File: config.mk
export PLATFORM = sky130hd
export DESIGN_NAME = pred_wb_unit
export DESIGN_NICKNAME = d
export VERILOG_FILES = /design/src/rtl/pwb_pkg.sv /design/src/rtl/pwb_act_expand.sv /design/src/rtl/pwb_byte_mux.sv /design/src/rtl/pred_wb_unit.sv
export SDC_FILE = /design/constraint.sdc
export NUM_CORES = 1
export LEC_CHECK = 0
export ABC_AREA = 1
export BUFFER_PORTS_ARGS = -buffer_cell sky130_fd_sc_hd__buf_2
export CORE_AREA = 3 3 322 324
export CTS_CLUSTER_SIZE = 20
export DETAILED_ROUTE_END_ITERATION = 7
export DIE_AREA = 0 0 325 327
export GPL_TIMING_DRIVEN = 0
export HOLD_SLACK_MARGIN = 0.15
export SYNTH_ARGS = -nofsm -noshare
export SYNTH_HDL_FRONTEND = slang
export SYNTH_SLANG_ARGS = --single-unit
export TNS_END_PERCENT = 100
File: constraint.sdc
create_clock -name clk -period 1.7 [get_ports clk]
set_clock_uncertainty 0.2 [all_clocks]
set_input_delay 0.34 -clock clk [delete_from_list [all_inputs] [get_ports clk]]
set_output_delay 0.34 -clock clk [all_outputs]
set_load 0.005 [all_outputs]
File: src/rtl/pwb_pkg.sv
package pwb_pkg;
  typedef enum logic [1:0] {
    WB_MERGE = 2'd0,
    WB_ZERO  = 2'd1,
    WB_STORE = 2'd2,
    WB_LOAD  = 2'd3
  } wb_mode_e;

  typedef enum logic [1:0] {
    ESZ_B = 2'd0,
    ESZ_H = 2'd1,
    ESZ_W = 2'd2,
    ESZ_D = 2'd3
  } esize_e;
endpackage

File: src/rtl/pwb_act_expand.sv
// Expands the governing predicate to a per-byte activity mask: every byte
// copies the predicate bit of the first byte of its element.
module pwb_act_expand
  import pwb_pkg::*;
#(
  parameter int NBYTES = 32
) (
  input  logic [NBYTES-1:0] pred,
  input  logic [1:0]        esize,
  output logic [NBYTES-1:0] act_byte
);

  for (genvar b = 0; b < NBYTES; b++) begin : g_byte
    localparam int BH = b - (b % 2);
    localparam int BW = b - (b % 4);
    localparam int BD = b - (b % 8);
    always_comb begin
      case (esize_e'(esize))
        ESZ_B:   act_byte[b] = pred[b];
        ESZ_H:   act_byte[b] = pred[BH];
        ESZ_W:   act_byte[b] = pred[BW];
        default: act_byte[b] = pred[BD];
      endcase
    end
  end

  // Bytes of one double-size element must agree
  always_comb begin
    if (esize == ESZ_D) begin
      for (int k = 0; k < NBYTES; k++) begin
        assert_elem_uniform_R3: assert (act_byte[k] == act_byte[k - (k % 8)]);
      end
    end
  end

endmodule

File: src/rtl/pwb_byte_mux.sv
// Per-byte selection of result data and store strobe.
module pwb_byte_mux
  import pwb_pkg::*;
#(
  parameter int NBYTES = 32
) (
  input  logic [1:0]          mode,
  input  logic [NBYTES-1:0]   act_byte,
  input  logic [NBYTES*8-1:0] new_vec,
  input  logic [NBYTES*8-1:0] old_vec,
  output logic [NBYTES*8-1:0] vec_nxt,
  output logic [NBYTES-1:0]   strb_nxt
);

  for (genvar b = 0; b < NBYTES; b++) begin : g_lane
    always_comb begin
      strb_nxt[b] = 1'b0;
      if (act_byte[b]) begin
        vec_nxt[b*8 +: 8] = new_vec[b*8 +: 8];
      end else if (wb_mode_e'(mode) == WB_MERGE) begin
        vec_nxt[b*8 +: 8] = old_vec[b*8 +: 8];
      end else begin
        vec_nxt[b*8 +: 8] = 8'h00;
      end
      if (wb_mode_e'(mode) == WB_STORE) begin
        strb_nxt[b] = act_byte[b];
      end
    end
  end

endmodule

File: src/rtl/pred_wb_unit.sv
module pred_wb_unit
  import pwb_pkg::*;
#(
  parameter int VL_BITS = 256
) (
  input  logic                 clk,
  input  logic                 rst_n,
  input  logic                 in_valid,
  input  logic [1:0]           mode,
  input  logic [1:0]           esize,
  input  logic [VL_BITS/8-1:0] pred,
  input  logic [VL_BITS-1:0]   new_vec,
  input  logic [VL_BITS-1:0]   old_vec,
  output logic                 out_valid,
  output logic [VL_BITS-1:0]   out_vec,
  output logic [VL_BITS/8-1:0] out_strb
);

  localparam int NBYTES = VL_BITS / 8;

  logic [NBYTES-1:0]  act_byte;
  logic [VL_BITS-1:0] act_bits;
  logic [VL_BITS-1:0] vec_nxt;
  logic [NBYTES-1:0]  strb_nxt;
  logic               valid_nxt;
  logic               data_en;

  pwb_act_expand #(.NBYTES(NBYTES)) u_expand (
    .pred     (pred),
    .esize    (esize),
    .act_byte (act_byte)
  );

  pwb_byte_mux #(.NBYTES(NBYTES)) u_mux (
    .mode     (mode),
    .act_byte (act_byte),
    .new_vec  (new_vec),
    .old_vec  (old_vec),
    .vec_nxt  (vec_nxt),
    .strb_nxt (strb_nxt)
  );

  for (genvar b = 0; b < NBYTES; b++) begin : g_bits
    assign act_bits[b*8 +: 8] = {8{act_byte[b]}};
  end

  always_comb begin
    valid_nxt = in_valid;
    data_en   = in_valid;
  end

  always_ff @(posedge clk or negedge rst_n) begin
    if (!rst_n) begin
      out_valid <= 1'b0;
    end else begin
      out_valid <= valid_nxt;
    end
  end

  always_ff @(posedge clk) begin
    if (data_en) begin
      out_vec  <= vec_nxt;
      out_strb <= strb_nxt;
    end
  end

  // ---------------- assertions ----------------
  assert_valid_follows_R2: assert property (@(posedge clk) disable iff (!rst_n)
    in_valid |=> out_valid);

  assert_valid_drops_R2: assert property (@(posedge clk) disable iff (!rst_n)
    !in_valid |=> (!out_valid && $stable(out_vec) && $stable(out_strb)));

  assert_merge_keeps_old_R4: assert property (@(posedge clk) disable iff (!rst_n)
    (in_valid && mode == WB_MERGE) |=>
      ((out_vec & ~$past(act_bits)) == ($past(old_vec) & ~$past(act_bits))));

  assert_zero_clears_R5: assert property (@(posedge clk) disable iff (!rst_n)
    (in_valid && (mode == WB_ZERO || mode == WB_LOAD)) |=>
      ((out_vec & ~$past(act_bits)) == '0));

  assert_regmode_no_strobe_R4: assert property (@(posedge clk) disable iff (!rst_n)
    (in_valid && mode != WB_STORE) |=> (out_strb == '0));

  assert_store_byte0_R6: assert property (@(posedge clk) disable iff (!rst_n)
    (in_valid && mode == WB_STORE) |=> (out_strb[0] == $past(pred[0])));

  assert_alltrue_R8: assert property (@(posedge clk) disable iff (!rst_n)
    (in_valid && (&pred)) |=>
      (out_vec == $past(new_vec)) &&
      ($past(mode) != WB_STORE || (&out_strb)));

endmodule

==> out/results.ini <==
[worst_hold_path]
worstHoldPathType=in -> reg

[run_status]
failed_checks=negative setup slack
status=complete, but fails checks

[setup_path]
critical_path_class=reg -> out
crit_buf_inv=1
cp_top_family=flip-flops
worst_ep_required_time_ns=1.16
timing.critical_path.arrival_ns=1.26
crit_start_category=register
critical_path_cell_with_the_highest_stage_delay=edfxtp_1
timing.critical_path.cells=buf_2
startpoint=out_vec[101]
max_stage_delay_ns=0.48
path_max_fanout=1
crit_end=out_vec[101]
worst_setup_path_end_kind=output pin
timing.critical_path.depth=1

[routing]
drt_wl_total_um=97100
via_total_after_detailed_routing=16800
remaining_drc_errors=0
detailedRoute.firstPassIterationCount=5
detailedRoute.firstIterationViolations=1305
post_drt_wl_per_cell_um=22.9
route.antenna.remaining_nets=0
drt-vias-per-instance=3.97

[global_routing]
grt-ovfl-total=0
met1_usage_pct=20.9
grt_most_used_layer=met2
grt_pass1_vias=17300
globalRouteTotalUtil_pct=17.4
largest_net_degree_at_the_start_of_global_routing=107
grt_util_met2_pct=28.7
grt_first_pass_wirelength_um=131000
antenna_found_initial=16
grt.met3_usage_pct=5.50

[floorplan]
die_height_um=327
floorplan.die_area_um2=106000
core_region_area_um2=101000
io-pin-count=840
die_x_um=325
floorplan.initialDensity_pct=13.5
fp-row-count=117

[timing]
fin_crit_sh_pct=106
slew_headroom_pct=41.9
rsz0062_at_grt=yes
tns_ns=-0.582
setup_viol=20
hold_viol=0
max_slew.worst_pin.slew_ns=0.872
fin_max_slew_vios=0
smallest_hold_slack_ns=0.0605
timing.fmax_mhz=557
layout_setup_ws_ns=-0.0956
layout_min_cycle_time_ns=1.80

[place]
post-dp-hpwl_um=70700
post-place-cells=3592
place_congestion=0.968
io_buffers=839

[power]
worst_case_vdd_ir_drop_mv=0.636
leakage_uw=0.0123
power-per-cell-area_nw_per_um2=830
pwr-share-comb_pct=23.1
clock_power_share_pct=37.9
netSwitchingPower_uw=6670
seqPwrFrac_pct=39.0
power_total_uw=22800
internal_power_uw=16100
sw_frac_of_total_pct=29.2

[synthesis]
area_contributors_post_synth=edfxtp_1 63%, nand2_1 14%, nand3_1 4.6%, o21ai_0 3.6%, inv_1 2.3%
synth_enable_flop_cells=288
synth_top_cell_area_share_pct=63.0
gate_count_after_technology_mapping=1383
post_synth_num_cell_types=26
post-synth-top-area-cell=edfxtp_1
syn-num-nets=1938
synthArstFlopShare_pct=0.346
synthesis.area_per_instance_um2=9.92
share_of_the_yosys_chip_area_belonging_to_registers_pct=63.2
syn-cell-area_um2=13700
postSynth.topFlopCell=edfxtp_1
yosys_warnings=0
yosys_register_bits=289

[cts]
cts.root.buffer_cell=clkbuf_16
clk_path_buf_depth=3
numCtsBuffers=41
clkTransAtPathRegs_ns=0.05
tritoncts=yes
cts.sink_count=289
ctsHtreeMaxLevel=2

[flow_run]
maxCapViolCount=0

[finish]
final_layout_size_suffix_gt1_share_pct=38.1
area.growth.synth_to_final_pct=100
final_util_pct=27.1
finalNetCount=3388
post_layout_nonfiller_instances=4237

==> worst min-delay path by stage <==
stage	startpoint	end	slack (ns)	cells after the start
6_report	in_valid	out_vec[106]	0.06	1
5_1_grt	in_valid	out_valid	0.06	1
4_1_cts	in_valid	out_valid	0.02	1
3_5_place_dp	rst_n	out_valid	-0.08	1
3_3_place_gp	rst_n	out_valid	-0.09	1
2_1_floorplan	rst_n	out_valid	-0.16	0
==> flip-flops by register name, indices dropped and copies added, names as in the netlist <==
name       cells
out_strb      32
out_vec      256
out_valid      1
==> through the flow <==
| stage | worst slack (ns) | instance area, um^2 |
|---|---|---|
| floorplan | -0.0247 | 13800 |
| global placement | -4.86 | 19700 |
| detailed placement | -1.83 | 19800 |
| CTS | -0.133 | 27100 |
| global route | -0.137 | 27500 |
| finish | -0.0956 | 27500 |
==> metal layers <==
| metal | share of wire, % | vias to the layer above |
|---|---|---|
| met5 | 0.013 | - |
| met2 | 46 | 1097 |
| li1 | - | 7574 |
| met4 | 5.3 | 2 |
| met1 | 39 | 7917 |
| met3 | 9.3 | 238 |
==> timing repair <==
action                     in CTS  in global routing
hold buffers                  538                  2
buffers inserted               18                 10
setup endpoints to repair     338                212
pin swaps                       7                  8
gates cloned                    1                  0
gates resized for setup       163                 67
hold endpoints to repair      364                 54
==> power by group through the flow <==
stage	logic (uW)	registers [uW]	clock network (uW)
4_1_cts	5140	8880	9020
3_3_place_gp	3800	9050	0
3_5_place_dp	3820	9000	0
5_1_grt	5620	8950	9220
2_1_floorplan	1070	9070	0
6_report	5270	8900	8640
==> Yosys cell counts (10+ instances only) <==
library cell and count:
edfxtp_1 288, o21ai_2 15, clkbuf_1 11, o21ai_0 100
nand3b_1 32, o21ai_1 29, a21oi_1 16, nand2_2 29
nand2_1 513, nand3_1 127, buf_6 10, buf_2 37
nor2_1 48, inv_1 85
==> logic make-up (layout without fill, tap and decap cells) <==
logic type,count (synthesis),count (layout),synth area share (%)
buffers and inverters,159,1639,5.34
and+or+nand+nor,767,767,24.3
AOI/OAI and AO/OA,164,164,6.72
adders and majority gates,4,4,0.365
other,0,6,0
DFF,289,289,63.2
==> layout make-up <==
cell class                 count  area, um^2
tap                         1368        1710
multi-input combinational    935        4640
timing repair buffer        1409       10300
inverter                      96         378
antenna                        6        15.0
clock buffer                  49        1060
fill                       10600       74000
clock inverter                24         229
buffer                        61         443
sequential                   289        8670
==> cell usage in the layout, fill, tap and decap left out, drive strengths merged <==
master / instances
clkinvlp: 3
dlygate4sd3: 537
clkbuf: 62
ha: 4
dfrtp: 1
bufinv: 4
inv: 95
nor2: 58
nand3: 132
nand3b: 32
o21ai: 144
nand2: 545
dlymetal6s4s: 3
a21oi: 20
buf: 917
diode: 6
clkinv: 18
edfxtp: 288
No activity file was read; power rests on OpenSTA's default activity.
